File: src/rtl/gpio_dual_bank_pkg.sv
// Package: shared constants and types for the two-bank GPIO port.
// Assumes a 6-bit byte address with bit 5 picking the bank and four byte
// lanes per register slot, so at most 32 pins per bank.
package gpio_dual_bank_pkg;
    localparam int ADDR_W     = 6;
    localparam int LANE_W     = 2;
    localparam int SLOT_BYTES = 4;
    localparam int MAX_PINS   = SLOT_BYTES * 8;

    typedef enum logic [1:0] {
        SEL_EN   = 2'd0,
        SEL_DIR  = 2'd1,
        SEL_LVL  = 2'd2,
        SEL_NONE = 2'd3
    } reg_sel_e;

    typedef struct packed {
        logic              bank_hi;
        reg_sel_e          sel;
        logic [LANE_W-1:0] lane;
    } dec_t;
endpackage

File: src/rtl/gpio_addr_decode.sv
// Module: splits a byte address into bank, register and byte lane.
// Assumes the package address layout: [5] bank, [4:2] slot, [1:0] lane.
// Slots 3..7 of a bank decode to SEL_NONE.
module gpio_addr_decode
    import gpio_dual_bank_pkg::*;
(
    input  logic [ADDR_W-1:0] addr,
    output dec_t              dec
);
    // Map the slot field onto a register select.
    always_comb begin
        dec.bank_hi = addr[ADDR_W-1];
        dec.lane    = addr[LANE_W-1:0];
        case (addr[ADDR_W-2:LANE_W])
            3'd0:    dec.sel = SEL_EN;
            3'd1:    dec.sel = SEL_DIR;
            3'd2:    dec.sel = SEL_LVL;
            default: dec.sel = SEL_NONE;
        endcase
    end
endmodule

File: src/rtl/gpio_bank.sv
// Module: one bank of NPINS pins with enable, direction and level storage.
// Assumes NPINS <= MAX_PINS. wr_en is already qualified by bank selection.
// The level bit stores only while its pin is an output. The read byte is
// combinational and is registered by the parent.
module gpio_bank
    import gpio_dual_bank_pkg::*;
#(
    parameter int               NPINS  = 8,
    parameter logic [NPINS-1:0] EN_RST = '0
) (
    input  logic              clk,
    input  logic              rst_n,
    input  logic              wr_en,
    input  reg_sel_e          sel,
    input  logic [LANE_W-1:0] lane,
    input  logic [7:0]        wdata,
    input  logic [NPINS-1:0]  pin_in,
    output logic [NPINS-1:0]  pin_out,
    output logic [NPINS-1:0]  pin_oe,
    output logic [7:0]        rdata
);
    logic [NPINS-1:0]    en_q, dir_q, lvl_q;
    logic [NPINS-1:0]    drive, seen;
    logic [MAX_PINS-1:0] pad;

    // Per-pin configuration storage, updated byte lane by byte lane.
    always_ff @(posedge clk) begin
        if (!rst_n) begin
            en_q  <= EN_RST;
            dir_q <= '1;
            lvl_q <= '0;
        end else if (wr_en) begin
            for (int p = 0; p < NPINS; p++) begin
                if (int'(lane) == p / 8) begin
                    case (sel)
                        SEL_EN:  en_q[p]  <= wdata[p % 8];
                        SEL_DIR: dir_q[p] <= wdata[p % 8];
                        SEL_LVL: if (!dir_q[p]) lvl_q[p] <= wdata[p % 8];
                        default: ;
                    endcase
                end
            end
        end
    end

    // A pin drives when it is claimed and set as output.
    always_comb begin
        drive = en_q & ~dir_q;
        seen  = (drive & lvl_q) | (~drive & pin_in);
    end

    // Zero-extend the selected register and pick the addressed lane.
    always_comb begin
        case (sel)
            SEL_EN:  pad = MAX_PINS'(en_q);
            SEL_DIR: pad = MAX_PINS'(dir_q);
            SEL_LVL: pad = MAX_PINS'(seen);
            default: pad = '0;
        endcase
        rdata = pad[8*int'(lane) +: 8];
    end

    assign pin_oe  = drive;
    assign pin_out = lvl_q;
endmodule

File: src/rtl/gpio_dual_bank.sv
// Module: top of the two-bank GPIO port with a byte-wide register bus.
// Assumes both strobes are synchronous to clk and pin_in is already
// synchronised. Read data is registered once and is held between reads.
module gpio_dual_bank
    import gpio_dual_bank_pkg::*;
#(
    parameter int                     CORE_PINS     = 10,
    parameter int                     RESUME_PINS   = 4,
    parameter logic [CORE_PINS-1:0]   CORE_EN_RST   = 10'h07F,
    parameter logic [RESUME_PINS-1:0] RESUME_EN_RST = 4'h7
) (
    input  logic                               clk,
    input  logic                               rst_n,
    input  logic [ADDR_W-1:0]                  addr,
    input  logic                               wr_stb,
    input  logic [7:0]                         wr_data,
    input  logic                               rd_stb,
    output logic [7:0]                         rd_data,
    input  logic [CORE_PINS+RESUME_PINS-1:0]   pin_in,
    output logic [CORE_PINS+RESUME_PINS-1:0]   pin_out,
    output logic [CORE_PINS+RESUME_PINS-1:0]   pin_oe
);
    dec_t       dec;
    logic       core_wr, res_wr;
    logic [7:0] core_rd, res_rd;
    logic [7:0] rd_q;

    gpio_addr_decode u_dec (
        .addr (addr),
        .dec  (dec)
    );

    // Route the write strobe to the addressed bank only.
    always_comb begin
        core_wr = wr_stb && !dec.bank_hi;
        res_wr  = wr_stb &&  dec.bank_hi;
    end

    gpio_bank #(.NPINS(CORE_PINS), .EN_RST(CORE_EN_RST)) u_core (
        .clk     (clk),
        .rst_n   (rst_n),
        .wr_en   (core_wr),
        .sel     (dec.sel),
        .lane    (dec.lane),
        .wdata   (wr_data),
        .pin_in  (pin_in[CORE_PINS-1:0]),
        .pin_out (pin_out[CORE_PINS-1:0]),
        .pin_oe  (pin_oe[CORE_PINS-1:0]),
        .rdata   (core_rd)
    );

    gpio_bank #(.NPINS(RESUME_PINS), .EN_RST(RESUME_EN_RST)) u_resume (
        .clk     (clk),
        .rst_n   (rst_n),
        .wr_en   (res_wr),
        .sel     (dec.sel),
        .lane    (dec.lane),
        .wdata   (wr_data),
        .pin_in  (pin_in[CORE_PINS +: RESUME_PINS]),
        .pin_out (pin_out[CORE_PINS +: RESUME_PINS]),
        .pin_oe  (pin_oe[CORE_PINS +: RESUME_PINS]),
        .rdata   (res_rd)
    );

    // Capture the addressed byte on a read strobe, hold it otherwise.
    always_ff @(posedge clk) begin
        if (!rst_n)      rd_q <= 8'h00;
        else if (rd_stb) rd_q <= dec.bank_hi ? res_rd : core_rd;
    end

    assign rd_data = rd_q;
endmodule

File: config.mk
export PLATFORM = sky130hd
export DESIGN_NAME = gpio_dual_bank
export DESIGN_NICKNAME = d
export VERILOG_FILES = /design/src/rtl/gpio_dual_bank_pkg.sv /design/src/rtl/gpio_addr_decode.sv /design/src/rtl/gpio_bank.sv /design/src/rtl/gpio_dual_bank.sv
export SDC_FILE = /design/constraint.sdc
export NUM_CORES = 1
export LEC_CHECK = 0
export ABC_AREA = 0
export ABC_CLOCK_PERIOD_IN_PS = 1500
export CAP_MARGIN = 0
export CORE_ASPECT_RATIO = 1.25
export CORE_MARGIN = 5
export CORE_UTILIZATION = 37
export CTS_CLUSTER_SIZE = 30
export DETAILED_ROUTE_END_ITERATION = 6
export PLACE_DENSITY = 0.76
export RECOVER_POWER = 25
export SYNTH_ARGS = -nofsm -noshare
export SYNTH_HDL_FRONTEND = slang
export SYNTH_SLANG_ARGS = --single-unit
File: constraint.sdc
create_clock -name clk -period 1.5 [get_ports clk]
set_clock_uncertainty 0.15 [all_clocks]
set_input_delay 0.15 -clock clk [delete_from_list [all_inputs] [get_ports clk]]
set_output_delay 0.15 -clock clk [all_outputs]
set_load 0.02 [all_outputs]
==> results.toml <==
[finish]
drive_above_1_share_pct = 23.9
syn_to_final_growth_pct = 50.4
stdcell_area_um2 = 4010
n_antenna_cell = 0
nets = 487

[logic_synthesis]
ys_top_cells_by_area = "dfxtp_1 (38%), nand3_1 (9.4%), nand2_1 (7.5%)"
seq_area_frac_synth_pct = 37.6
avgSynthCellArea_um2 = 7.86
async_flop_share_pct = 0
yosys_register_bits = 50
synth_top_area_share_pct = 37.6
yosysUniqueCellTypes = 39
netlist_instances = 339
syn-cell-area_um2 = 2660
synth_fp_nets = 371
ys.warnings.count = 0
synth_ff_type = "dfxtp_1"
synth_edf_count = 0
synth.largest_area_cell = "dfxtp_1"

[floorplan]
fp.dieW_um = 85.9
initial_core_util_pct = 38.2
coreArea_um2 = 6980
rows = 34
die_height_um = 105
io_pins = 68
dieArea_um2 = 9010

[timing]
rsz0062_at_grt = "true"
period_share_pct = 99.3
fmax_mhz = 671
period_needed_ns = 1.49
slew_headroom_pct = 74.1
final.setup.tns_ns = 0
hold_viol = 0
finalSetupViolCount = 0
slew_violations = 0
worst_pin_slew_ns = 0.388

[clocking]
cts.path.max_buffers = 2
root_buffer = "clkbuf_8"
clock-sinks = 50
tritoncts = "done"
clk-insertion-delay-late_ns = 0.31
numCtsBuffers = 5
clk_pin_slew_worst_paths_ns = 0.09
hold_buffers = 0
h-tree-depth = 2

[global_route]
grt_pass1_wl_um = 13100
antenna_found_initial = 0
first_global_vias = 2816
grtUsageTotal_pct = 17.8
overflow = 0
grt_max_degree = 36

[outcome]
status = "complete, no violations"

[setup_path]
arrival_ns = 1.59
worstSetupPathType = "in -> reg"
path_max_fanout = 6
crit_path_end_kind = "flip-flop"
crit_required_ns = 1.60
startpoint_type = "primary input"

[placement]
dpl-instance-area_um2 = 3840
dpl.hpwl_um = 6180
io_buffers = 67
gp_congestion = 0.836

[detailed_routing]
avgViaCountPerCell = 5.28
initialDrtViolationCount = 181
routedWlPerCell_um = 15.1
drtPass1Iterations = 4
vias = 2881
routed_wirelength_um = 8220
remaining_drc_errors = 0
ant_nets = 0

[hold_path]
worstHoldPathType = "in -> reg"

[pwr]
vdd_ir_drop_max_mv = 0.378
static-leakage-power_nw = 1.74
p_per_area_nw_per_um2 = 668

[job]
maxCapViolations = 0
==> per-stage QoR <==
stage               total power [mW]  util [%]  cells  hold slack, ns  worst slack [ns]
detailed placement              1.74      55.1    537           0.320            -0.505
CTS                             2.66      56.7    545           0.304          -0.00656
global route                    2.76      57.4    546           0.313           -0.0421
finish                          2.67      57.4    546           0.282           0.00983
floorplan                       1.53         -    339           0.135          -0.00847
global placement                1.73      55.1    537           0.315            -0.466
==> critical path, stage by stage <==
cell           delay [ns]
dlygate4sd2_1        0.31
buf_4                0.17
nand2_1              0.11
nand4_1              0.29
o32ai_1              0.38
o31a_1               0.18
==> layout make-up <==
class | instances | area, um2
Timing Repair Buffer | 129 | 1100
Multi-Input combinational cell | 262 | 1650
Clock buffer | 5 | 68.8
Fill cell | 648 | 2970
Clock inverter | 3 | 40.0
Tap cell | 90 | 113
Sequential cell | 50 | 1000
Inverter | 7 | 26.3
==> cell usage after synthesis (3+ instances only) <==
library cell	count
nand2_1	53
dfxtp_1	50
nand3_1	50
o21ai_0	32
nor2_1	20
nor2b_1	20
mux2i_1	15
a21oi_1	11
a21boi_0	9
a21boi_1	9
buf_2	9
clkbuf_1	9
inv_1	7
and3b_1	6
a22o_1	4
nor2_2	3
==> metal layers <==
layer | wire, um | track usage (%)
met4 | 244 | 8.14
met1 | 3460 | 21.5
met3 | 343 | 3.54
met2 | 4170 | 30.1
met5 | 0 | 0
==> report_power, final <==
group          internal [mW]  leakage [nW]  total [mW]  switching, mW
clock network          0.492        0.0579       0.948          0.456
logic                  0.201          1.28       0.388          0.186
registers               1.33         0.403        1.34        0.00533
==> cell families (layout without fill, tap and decap cells) <==
logic type / count (synthesis) / in the layout / synth area share (%)
and+or+nand+nor: 169 / 169 / 32.8
AOI/OAI and AO/OA: 77 / 77 / 18.4
DFF: 50 / 50 / 37.6
buffers and inverters: 27 / 144 / 4.79
muxes: 16 / 16 / 6.48
==> registers in the layout, summed over array words and instances, names as in the netlist <==
name,count
rd_data,8
u_core.dir_q,10
u_core.en_q,10
u_core.pin_out,10
u_resume.dir_q,4
u_resume.en_q,4
u_resume.pin_out,4
==> final timing paths <==
check                 start    endpoint  slack (ns)  depth (start not counted)
max reg2reg  u_core.en_q[9]  rd_data[1]        0.01                          5
min reg2reg      rd_data[7]  rd_data[7]        0.33                          1
min                  rd_stb  rd_data[0]        0.28                          3
max                 addr[3]  rd_data[2]        0.01                          6
==> repair_timing <==
action | 4_1_cts | 5_1_grt
buffers inserted | 0 | 1
resized for setup | 65 | 31
endpoints found under the setup margin | 86 | 34
pin swaps | 1 | 4
==> cell usage in the layout, fill, tap and decap left out, types with 5 or more instances in the layout <==
master and instances:
nor2_1 20, clkbuf_8 5, nand2_1 50, inv_1 7, a21boi_1 12, dfxtp_1 47, clkdlybuf4s50_1 24, dlygate4sd2_1 31
clkbuf_2 6, o21ai_0 31, a21boi_0 6, mux2i_1 13, buf_4 56, nand3_1 50, nor2b_1 12, and3b_1 6
a21oi_1 10
(Power assumes the default switching activity.)
